--- config.mk ---
export PLATFORM = sky130hd
export DESIGN_NAME = usb_xact_cost
export DESIGN_NICKNAME = d
export VERILOG_FILES = /design/src/rtl/usb_xact_cost.sv
export SDC_FILE = /design/constraint.sdc
export NUM_CORES = 1
export LEC_CHECK = 0
export ABC_AREA = 1
export BUFFER_PORTS_ARGS = -buffer_cell sky130_fd_sc_hd__buf_2
export CORE_UTILIZATION = 40
export DETAILED_ROUTE_END_ITERATION = 12
export SYNTH_ARGS = -nofsm -noshare
export SYNTH_HDL_FRONTEND = slang
export SYNTH_SLANG_ARGS = --single-unit
export TNS_END_PERCENT = 30
--- constraint.sdc ---
create_clock -name clk -period 1.4 [get_ports clk]
set_input_delay 0.14 -clock clk [delete_from_list [all_inputs] [get_ports clk]]
set_output_delay 0.14 -clock clk [all_outputs]
set_load 0.03 [all_outputs]
--- src/rtl/usb_xact_cost.sv ---
module usb_xact_cost #(
  parameter int MPS_W    = 11,
  parameter int CNT_W    = 16,
  parameter int HOST_DLY = 18
) (
  input  logic             clk,
  input  logic             rst_n,
  input  logic             req_valid,
  output logic             req_ready,
  input  logic [1:0]       speed,
  input  logic             iso,
  input  logic             dir_in,
  input  logic             split,
  input  logic [MPS_W-1:0] mps,
  input  logic [1:0]       xfers,
  output logic             res_valid,
  input  logic             res_ready,
  output logic [CNT_W-1:0] cost,
  output logic [CNT_W-1:0] ss_cost,
  output logic [CNT_W-1:0] cs_cost
);
  localparam logic [CNT_W-1:0] HDLY    = CNT_W'(HOST_DLY);
  localparam logic [CNT_W-1:0] FS_INT  = CNT_W'(14);
  localparam logic [CNT_W-1:0] FS_ISO_O = CNT_W'(10);
  localparam logic [CNT_W-1:0] FS_ISO_I = CNT_W'(11);
  localparam logic [CNT_W-1:0] LS_FIX  = CNT_W'(97 + 1 + HOST_DLY);
  localparam logic [CNT_W-1:0] HS_INT  = CNT_W'(55);
  localparam logic [CNT_W-1:0] HS_ISO  = CNT_W'(38);
  localparam logic [CNT_W-1:0] SPL_OVH = CNT_W'(4);

  logic [MPS_W+2:0] mps7;
  logic [CNT_W-1:0] stuffed, hs_ovh, fs_ovh, base, n_eff;
  logic [CNT_W-1:0] c_cost, c_ss, c_cs;
  logic             is_hs, is_ls, do_split, accept;

  assign mps7     = ({3'b000, mps} << 3) - {3'b000, mps};
  assign stuffed  = CNT_W'(mps7 / 6);
  assign is_hs    = speed[1];
  assign is_ls    = !speed[1] && speed[0];
  assign do_split = split && !is_hs;
  assign hs_ovh   = iso ? HS_ISO : HS_INT;
  assign fs_ovh   = !iso ? FS_INT : (dir_in ? FS_ISO_I : FS_ISO_O);
  assign n_eff    = (xfers == 2'd0) ? CNT_W'(1) : CNT_W'(xfers);
  assign base     = hs_ovh + HDLY + SPL_OVH;

  always_comb begin
    c_ss   = '0;
    c_cs   = '0;
    c_cost = '0;
    if (do_split) begin
      c_ss   = dir_in ? base : base + stuffed;
      c_cs   = dir_in ? base + stuffed : base;
      c_cost = c_ss + c_cs;
    end else if (is_hs) begin
      c_cost = (hs_ovh + stuffed + HDLY) * n_eff;
    end else if (is_ls) begin
      c_cost = LS_FIX + (stuffed << 3);
    end else begin
      c_cost = fs_ovh + stuffed + HDLY;
    end
  end

  assign req_ready = !res_valid || res_ready;
  assign accept    = req_valid && req_ready;

  always_ff @(posedge clk or negedge rst_n) begin
    if (!rst_n) begin
      res_valid <= 1'b0;
      cost      <= '0;
      ss_cost   <= '0;
      cs_cost   <= '0;
    end else if (accept) begin
      res_valid <= 1'b1;
      cost      <= c_cost;
      ss_cost   <= c_ss;
      cs_cost   <= c_cs;
    end else if (res_ready) begin
      res_valid <= 1'b0;
    end
  end

  // an accepted request yields a result on the next edge
  a_r7_result_follows: assert property (@(posedge clk) disable iff (!rst_n)
    accept |=> res_valid);

  // no result is pending, so the block must accept
  a_r7_ready_when_empty: assert property (@(posedge clk) disable iff (!rst_n)
    !res_valid |-> req_ready);

  // a withheld result is held unchanged
  a_r8_hold: assert property (@(posedge clk) disable iff (!rst_n)
    (res_valid && !res_ready) |=> (res_valid && $stable(cost) && $stable(ss_cost) && $stable(cs_cost)));

  // a request that is not split carries no phase costs
  a_r6_no_phase: assert property (@(posedge clk) disable iff (!rst_n)
    (accept && !(split && !speed[1])) |=> (ss_cost == '0 && cs_cost == '0));

  // each split phase includes at least the fixed overhead and host delay
  a_r4_r5_phase_floor: assert property (@(posedge clk) disable iff (!rst_n)
    (accept && split && !speed[1]) |=> (ss_cost >= HS_ISO + HDLY + SPL_OVH && cs_cost >= HS_ISO + HDLY + SPL_OVH));
endmodule

==> reports/qor.csv, run 1 <==
stage,metric,value,unit
setup_path,arrival,9.28,ns
setup_path,cp_max_fo,6,
detailed_routing,dr.pass1.iters,5,
synthesis,async_reset_ff_share,100.0,%
timing,period_minus_slack,9.063,ns
setup_path,reg2reg_from,res_valid,
grt,antenna_found_initial,0,
cells_and_area,final_nets,1461,
timing,max_freq,0.1103,GHz
synthesis,ys_top_cells_by_count,"nand2_1 (224), inv_1 (154), nor2_1 (104)",
cells_and_area,area_growth_syn_to_layout,72.57,%
status,violations,negative setup slack,
clock_network,cts_made_buffers,5,
detailed_routing,drtIter0Drc,311,
timing,slew_violations,0,
timing,hold_viol,0,
placed_design,numPortBuffers,65,
setup_path,endpoint_kind,register,
synthesis,synth_warnings,0,
synthesis,synth_ff_type,dfrtp_1,
clock_network,clockRootBuffer,clkbuf_16,
timing,period_share,647.3,%
setup_path,r2r-end,cs_cost[5],
clock_network,h-tree-depth,2,
detailed_routing,via_count,7914,
timing,fin_ws,-7.663,ns
placed_design,hpwl,15160,um
status,status,finished with violations,
floorplan,core_area,15310,sq um
timing,rsz0062_at_grt,yes,
detailed_routing,wire_per_inst,13.71,um
grt,grt_pass1_wl,33340,um
floorplan,initial_core_util,41.43,%
grt,grt_usage,24.94,%
placed_design,gp_congestion,0.9071,
setup_path,r2r_slack,-0.34,ns
job,maxCapViolations,0,
floorplan,io-pin-count,72,
setup_path,criticalPathCategory,in -> reg,
synthesis,ys_seq_elements,43,
setup_path,crit_start,mps[9],
clock_network,worstSkewPairLatency,0.29,ns
floorplan,die_y,127.9,um
setup_path,crit_path_start_kind,input pin,
setup_path,cp_slowest_cell,ha_4,
synthesis,ys_types,58,
clock_network,clockBufferDepth,2,
synthesis,synth_area_leaders,"dfrtp_1 (17%), nand2_1 (13%), ha_1 (12%), inv_1 (9.1%), nor2_1 (6.2%)",
cells_and_area,antenna_cells,0,
setup_path,reg2reg_depth,7,
synthesis,synth_top_area_share,16.96,%
detailed_routing,vias_per_cell,4.980,
detailed_routing,drc,0,
synthesis,syn_area_per_cell,6.481,sq um
clock_network,cts_sinks,43,
setup_path,path_common_cell,nand2_4,
cells_and_area,drive_above_1_share,51.89,%
synthesis,synth_edf_count,0,
synthesis,syn_inst,979,
synthesis,yosysMostFrequentCell,nand2_1,
floorplan,die_w,127.9,um
grt,grt_pass1_vias,7415,
cells_and_area,final_util,71.50,%
cells_and_area,stdcell_count,1589,
setup_path,max_stage_delay,0.29,ns
worst_hold_path,hold_path_class,in -> reg,
timing,setup_viol,42,
synthesis,yosysTopAreaCell,dfrtp_1,
timing,timing.hold.ws,0.1204,ns
setup_path,critPathCapture,cost[12],
detailed_routing,drtAntennaViolNets,0,
timing,finClkSkew,0.008697,ns
floorplan,fp-row-count,45,
placed_design,dp_cells,1495,
setup_path,crit_required,1.61,ns
clock_network,cts.clk_slew.worst_paths,0.06,ns
grt,grt_max_degree,36,
floorplan,dieArea,16370,sq um
cells_and_area,fillers,1237,
detailed_routing,drt-total-wl,21780,um
clock_network,cts_tree,done,
grt,grt_overflow,0,
synthesis,seq_area_frac_synth,16.96,%
synthesis,syn_area,6345,sq um
## worst max-delay path, delay by kind of cell
| kind | cells | cell delay (ns) |
|---|---|---|
| adders and majority gates | 6 | 1.35 |
| AOI/OAI and AO/OA | 8 | 1.28 |
| xor gates and xnor gates | 1 | 0.18 |
| buffers and inverters | 17 | 1.20 |
| and+or+nand+nor | 48 | 5.10 |
## layer usage
metal  track usage [%]  vias to the layer above  wire length (um)
met5                 0                        -                 0
met4             10.66                        0               909
met3             1.795                       66               757
met2             47.60                      242             11560
met1             28.34                     3669              8549
li1                  -                     3937                 -
## cells in the final DEF (no fill, tap or decap), types with 6 or more instances in the layout
cell and instances:
nand4_4 9, a21oi_4 9, ha_4 16, a31oi_1 6
nand2_1 167, nand3_1 33, nand4_1 17, xor2_2 8
nor2_1 79, o21ai_1 26, xnor2_1 13, nand2_4 30
nand2_2 55, nand3_2 15, buf_6 24, nor2_4 18
nor2_2 22, nand3_4 15, inv_2 27, inv_4 12
o211ai_1 6, ha_1 41, inv_1 132, dfrtp_1 43
xor2_1 22, a21oi_2 19, a21oi_1 18, conb_1 6
buf_2 55, o21ai_2 11, o21ai_0 18, buf_4 322
## sequential cells by signal, summed over array words and instances (netlist names)
register   flops
cost          16
cs_cost       13
ss_cost       13
res_valid      1
## timing repair
action                                  CTS  global route
hold buffers                              1             0
hold endpoints to repair                 13             0
gates resized for setup                 150           151
endpoints found under the setup margin   42            42
pin swaps                               129           137
setup buffers                            63            29
## how the worst min path moves through the flow
stage | startpoint | endpoint | cells past startpoint
3_3_place_gp | rst_n | cs_cost[2] | 1
6_report | res_ready | res_valid | 4
5_1_grt | res_ready | res_valid | 4
3_5_place_dp | rst_n | cs_cost[1] | 1
4_1_cts | res_ready | res_valid | 4
2_1_floorplan | rst_n | cost[0] | 0
## cell families (layout without fill, tap and decap cells)
family                   count (synthesis)  count (layout)  share of synthesized area (%)
AND/OR/NAND/NOR                        472             472                          36.44
buffers and inverters                  204             598                          13.05
AO/OA/AOI/OAI                          152             152                          14.69
adder cells (fa/ha/maj)                 62              62                          12.58
XOR/XNOR                                45              45                          6.212
flip-flops                              43              43                          16.96
other                                    1               6                        0.05910
## area by class of cell
| type | count | area (sq um) | share of cell area (%) |
|---|---|---|---|
| clock buffers | 6 | 128.9 | 1.177 |
| clock inverters | 2 | 12.51 | 0.1143 |
| inverters | 181 | 730.7 | 6.673 |
| multi-input cells | 737 | 5649 | 51.59 |
| flip-flops and latches | 43 | 1076 | 9.827 |
| well taps | 211 | 264.0 | 2.411 |
| repair buffers | 409 | 3088 | 28.20 |
## per-stage QoR
| step | instance area [sq um] | setup WS, ns | setup TNS [ns] |
|---|---|---|---|
| after floorplan | 6644 | -7.121 | -238.43 |
| after global placement | 9055 | -7.742 | -264.61 |
| after detailed placement | 9055 | -7.958 | -272.96 |
| after CTS | 10150 | -7.421 | -250.48 |
| after global routing | 10950 | -8.380 | -280.31 |
| final | 10950 | -7.663 | -256.54 |
Power of run 1 is left out: the tool's default activity adds up to more than one toggle a clock period on the data nets, which glitch-free logic cannot reach.
==> inputs of run 2 (changes only) <==
--- a/config.mk
+++ b/config.mk
@@ -8,7 +8,10 @@
 export ABC_AREA = 1
 export BUFFER_PORTS_ARGS = -buffer_cell sky130_fd_sc_hd__buf_2
 export CORE_UTILIZATION = 40
+export CTS_CLUSTER_DIAMETER = 60
 export DETAILED_ROUTE_END_ITERATION = 12
+export GPL_TIMING_DRIVEN = 0
+export RECOVER_POWER = 100
 export SYNTH_ARGS = -nofsm -noshare
 export SYNTH_HDL_FRONTEND = slang
 export SYNTH_SLANG_ARGS = --single-unit
==> run 2 against run 1 <==
Effect of this change: the run still ends with negative setup slack left; final cell count is 12% lower; utilization is 10 points lower; clock skew is 0.0046 ns lower; critical path depth is 2 higher; routed wire length is 8.2% lower; flip-flop and latch count stayed put; clock-buffer cell count stayed put; via count is 11% lower; first-iteration DRC count is 5.1% higher; register-to-register slack worse by 0.37 ns; die area stayed put; sequential share of layout area is 1.6 points higher; critical path type unchanged.
==> reports/qor.csv, run 2 (same netlist as run 1, synthesis figures left out) <==
stage,metric,value,unit
setup_path,path_common_cell,nand2_4,
floorplan,fp-row-count,45,
cells_and_area,layout_common_cells,"nand2_1 (158), inv_1 (133), buf_4 (112)",
clock_network,cts_tree,done,
placed_design,numPortBuffers,65,
timing,timing_worst_slew_pin_value,1.090,ns
status,violations,negative setup slack,
setup_path,criticalPathCategory,in -> reg,
timing,setup_viol,42,
detailed_routing,wire_per_inst,14.35,um
timing,rsz0062_at_grt,yes,
cells_and_area,drive_above_1_share,38.75,%
clock_network,cts_made_buffers,5,
cells_and_area,largest_register_ffs,16,
job,maxCapViolations,0,
detailed_routing,drt-total-wl,19990,um
cells_and_area,largestRegisters,"cost: 16 flops, cs_cost: 13 flops, ss_cost: 13 flops",
cells_and_area,largest_register,cost,
grt,antenna_found_initial,0,
cells_and_area,area_growth_syn_to_layout,47.80,%
clock_network,clockRootBuffer,clkbuf_16,
clock_network,cts_sinks,43,
cells_and_area,design_area,9378,sq um
floorplan,die_y,127.9,um
clock_network,hold_buffers,0,
setup_path,max_stage_delay,0.31,ns
setup_path,cp_max_fo,6,
detailed_routing,vias_per_cell,5.081,
detailed_routing,drtIter0Drc,327,
timing,fin_ws,-7.730,ns
setup_path,crit_required,1.61,ns
floorplan,io-pin-count,72,
floorplan,core_area,15310,sq um
timing,period_minus_slack,9.130,ns
timing,slew_headroom,27.36,%
clock_network,clockBufferDepth,2,
placed_design,gp_congestion,0.8973,
timing,max_freq,0.1095,GHz
status,status,finished with violations,
setup_path,crit_path_start_kind,input pin,
floorplan,dieArea,16370,sq um
grt,grt_pass1_wl,30500,um
setup_path,cp_slowest_cell,ha_4,
grt,grt_usage,23.01,%
worst_hold_path,hold_path_class,in -> async,
detailed_routing,dr.pass1.iters,5,
clock_network,h-tree-depth,2,
floorplan,initial_core_util,41.43,%
cells_and_area,final_util,61.23,%
timing,period_share,652.1,%
setup_path,arrival,9.34,ns
grt,grt_pass1_vias,6562,
clock_network,cts.clk_slew.worst_paths,0.06,ns
setup_path,endpoint_kind,register,
cells_and_area,antenna_cells,0,
clock_network,worstSkewPairLatency,0.29,ns
cells_and_area,final_common_cell,nand2_1,
timing,slew_violations,0,
cells_and_area,final_nets,1265,
setup_path,reg2reg_depth,6,
timing,finClkSkew,0.004105,ns
placed_design,place_ws,-8.872,ns
detailed_routing,via_count,7078,
floorplan,die_w,127.9,um
detailed_routing,drtAntennaViolNets,0,
placed_design,hpwl,13740,um
grt,grt_max_degree,44,
grt,grt_overflow,0,
detailed_routing,drc,0,
timing,hold_viol,0,
placed_design,placed_area,7233,sq um
-- run 2: cell count changes in the layout (fill, tap and decap cells not counted), moves of 4 or more --
cell and change:
o21ai_0 +7, o21ai_2 -5, inv_2 -6, clkbuf_1 +54, buf_2 -44, a21oi_1 +5, buf_6 +5, nand3_1 -4
buf_4 -210, nand2_2 +7, nand2_1 -9
-- run 2: path summary, 6_finish.rpt --
path	to	start	slack, ns
min	cost[0]	rst_n	0.04
min reg2reg	cs_cost[5]	cs_cost[5]	0.48
min in group clk	res_valid	res_ready	0.12
max reg2reg	cs_cost[3]	res_valid	-0.71
max	cost[12]	mps[7]	-7.73
max in group asynchronous	cost[13]	rst_n	0.68
-- run 2: repair_timing --
action / 4_1_cts / 5_1_grt
endpoints found under the setup margin: 43 / 42
resized for setup: 181 / 118
pin swaps: 119 / 91
cloned: 0 / 0
setup buffers: 97 / 32
-- run 2: worst max-delay path: cells and delay by family --
family                     cells  cell delay, ns
xor gates and xnor gates       1            0.20
adders and majority gates      5            1.24
buffers and inverters         18            1.47
and+or+nand+nor               50            5.14
AOI/OAI and AO/OA              8            1.17
-- run 2: area by class of cell --
type                            instances  area [sq um]
Inverter                              181         747.0
Multi-Input combinational cell        737          5587
Fill cell                            1450          5937
Tap cell                              211         264.0
Buffer                                 23         148.9
Clock buffer                            6         128.9
Clock inverter                          2         60.06
Timing Repair Buffer                  190          1366
Sequential cell                        43          1076
-- run 2: through the flow --
stage / std cells / TNS (ns) / hold slack (ns)
6_report: 1393 / -252.90 / 0.04006
5_1_grt: 1393 / -275.15 / 0.1392
4_1_cts: 1361 / -243.08 / 0.03984
3_5_place_dp: 1260 / -300.74 / 0.3498
3_3_place_gp: 1260 / -298.78 / 0.3462
2_1_floorplan: 984 / -238.43 / -0.1556
-- run 2: routing by layer --
| metal | vias to the layer above | global-route usage (%) | share of wire (%) |
|---|---|---|---|
| li1 | 3557 | - | - |
| met1 | 3307 | 27.22 | 41 |
| met2 | 175 | 43.86 | 53 |
| met3 | 39 | 1.419 | 3.2 |
| met4 | 0 | 7.474 | 2.9 |
| met5 | - | 0 | 0 |
Power of run 2 is left out for the same reason.
==> inputs of run 3 (changes only) <==
--- a/config.mk
+++ b/config.mk
@@ -7,10 +7,11 @@
 export LEC_CHECK = 0
 export ABC_AREA = 1
 export BUFFER_PORTS_ARGS = -buffer_cell sky130_fd_sc_hd__buf_2
-export CORE_UTILIZATION = 40
+export CORE_UTILIZATION = 50
 export CTS_CLUSTER_DIAMETER = 60
 export DETAILED_ROUTE_END_ITERATION = 12
 export GPL_TIMING_DRIVEN = 0
+export PLACE_DENSITY = 0.73
 export RECOVER_POWER = 100
 export SYNTH_ARGS = -nofsm -noshare
 export SYNTH_HDL_FRONTEND = slang
==> run 3 against run 2 <==
Effect of this change: the flow still finishes with violations (negative setup slack); hold slack got worse by 0.017 ns; register-to-register slack lost 0.02 ns; die area is 20% lower; highest routed layer unchanged; first-iteration DRC count rose by 19%; non-clock buffer count is 3 lower; final cell count shrank 3.3%; global-route usage increased by 6.8 points; critical endpoint is now cost[13].
==> reports/qor.csv, run 3 (same netlist as run 1, synthesis figures left out) <==
stage,metric,value,unit
placed_design,placed_area,7179,sq um
grt,grt_usage,29.82,%
setup_path,cp_slowest_cell,fa_2,
floorplan,dieArea,13140,sq um
setup_path,crit_path_start_kind,input pin,
clock_network,clockRootBuffer,clkbuf_16,
detailed_routing,drtIter0Drc,388,
cells_and_area,design_area,9099,sq um
clock_network,hold_buffers,0,
timing,hold_viol,0,
timing,slew_headroom,30.46,%
detailed_routing,drtAntennaViolNets,0,
timing,timing_worst_slew_pin_value,1.043,ns
setup_path,arrival,9.32,ns
floorplan,io-pin-count,72,
timing,finClkSkew,0.003762,ns
cells_and_area,largestRegisters,"cost: 16 flops, cs_cost: 13 flops, ss_cost: 13 flops",
clock_network,worstSkewPairLatency,0.29,ns
timing,period_minus_slack,9.085,ns
placed_design,dp_cells,1217,
grt,grt_overflow,0,
placed_design,numPortBuffers,65,
grt,antenna_found_initial,0,
timing,rsz0062_at_grt,yes,
clock_network,cts_tree,done,
grt,grt_pass1_wl,31550,um
cells_and_area,fillers,952,
cells_and_area,stdcell_count,1347,
setup_path,r2r-end,cs_cost[6],
clock_network,cts.clk_slew.worst_paths,0.06,ns
detailed_routing,drt-total-wl,20930,um
floorplan,fp-row-count,40,
cells_and_area,final_common_cell,nand2_1,
setup_path,reg2reg_from,res_valid,
timing,setup_viol,42,
timing,period_share,648.9,%
grt,grt_pass1_vias,6967,
clock_network,cts_sinks,43,
setup_path,reg2reg_depth,6,
setup_path,crit_required,1.63,ns
grt,grt_max_degree,44,
cells_and_area,final_nets,1262,
worst_hold_path,hold_path_class,in -> async,
clock_network,clockBufferDepth,2,
detailed_routing,wire_per_inst,15.54,um
clock_network,cts_made_buffers,5,
detailed_routing,via_count,7295,
cells_and_area,area_growth_syn_to_layout,43.40,%
status,status,finished with violations,
setup_path,criticalPathCategory,in -> reg,
job,maxCapViolations,0,
cells_and_area,largest_register_ffs,16,
timing,slew_violations,0,
status,violations,negative setup slack,
setup_path,max_stage_delay,0.40,ns
setup_path,cp_max_fo,5,
detailed_routing,vias_per_cell,5.416,
setup_path,path_common_cell,buf_4,
detailed_routing,dr.pass1.iters,5,
cells_and_area,largest_register,cost,
cells_and_area,layout_common_cells,"nand2_1 (174), inv_1 (135), buf_4 (125)",
floorplan,die_w,114.7,um
detailed_routing,drc,0,
placed_design,hpwl,13220,um
timing,fin_ws,-7.685,ns
floorplan,die_y,114.7,um
floorplan,core_area,12210,sq um
placed_design,gp_congestion,0.9212,
cells_and_area,drive_above_1_share,37.49,%
timing,max_freq,0.1101,GHz
cells_and_area,antenna_cells,0,
setup_path,r2r_slack,-0.73,ns
clock_network,h-tree-depth,2,
floorplan,initial_core_util,51.96,%
setup_path,endpoint_kind,register,
-- run 3: worst max-delay path by stage --
stage / depth (start not counted) / to / slack [ns] / start
finish: 81 / cost[13] / -7.68 / mps[2]
global route: 82 / cost[13] / -8.37 / mps[9]
CTS: 89 / cost[13] / -7.34 / mps[7]
detailed placement: 85 / cost[13] / -8.81 / mps[6]
global placement: 85 / cost[13] / -8.67 / mps[6]
floorplan: 75 / cost[14] / -7.12 / mps[10]
-- run 3: through the flow --
step                setup slack, ns  hold slack, ns  TNS (ns)  util, %
global route                 -8.366          0.1200   -273.98    74.51
global placement             -8.667          0.3259   -294.57    58.79
detailed placement           -8.806          0.3266   -299.07    58.79
floorplan                    -7.121         -0.1556   -238.43        -
CTS                          -7.336         0.01839   -239.34    69.95
finish                       -7.685         0.02315   -252.38    74.51
-- run 3: repair_timing --
item                       4_1_cts  5_1_grt
buffers inserted               101       21
pin swaps                       93       75
setup endpoints to repair       43       43
gates resized for setup        136      120
-- run 3: layer usage --
layer  vias to the layer above  global-route usage (%)  routed length, um
met5                         -                       0                  0
met4                         0                   12.55                824
met3                        83                   2.806                930
met2                       266                   57.74              10890
met1                      3396                   32.91               8289
li1                       3550                       -                  -
-- run 3: final cells by class --
type	count	area, sq um	area share, %
Sequential cell	43	1076	11.83
Clock inverter	3	43.79	0.4813
Inverter	181	724.4	7.962
Timing Repair Buffer	187	1284	14.11
Buffer	23	148.9	1.636
Multi-Input combinational cell	737	5487	60.30
Clock buffer	5	125.1	1.375
Tap cell	168	210.2	2.310
-- run 3: critical path: cells and delay by family --
family / cells / cell delay, ns
AO/OA/AOI/OAI: 9 / 1.29
XOR/XNOR: 1 / 0.27
adder cells (fa/ha/maj): 5 / 1.27
buffers and inverters: 29 / 3.04
AND/OR/NAND/NOR: 37 / 3.26
Power of run 3 is left out for the same reason.
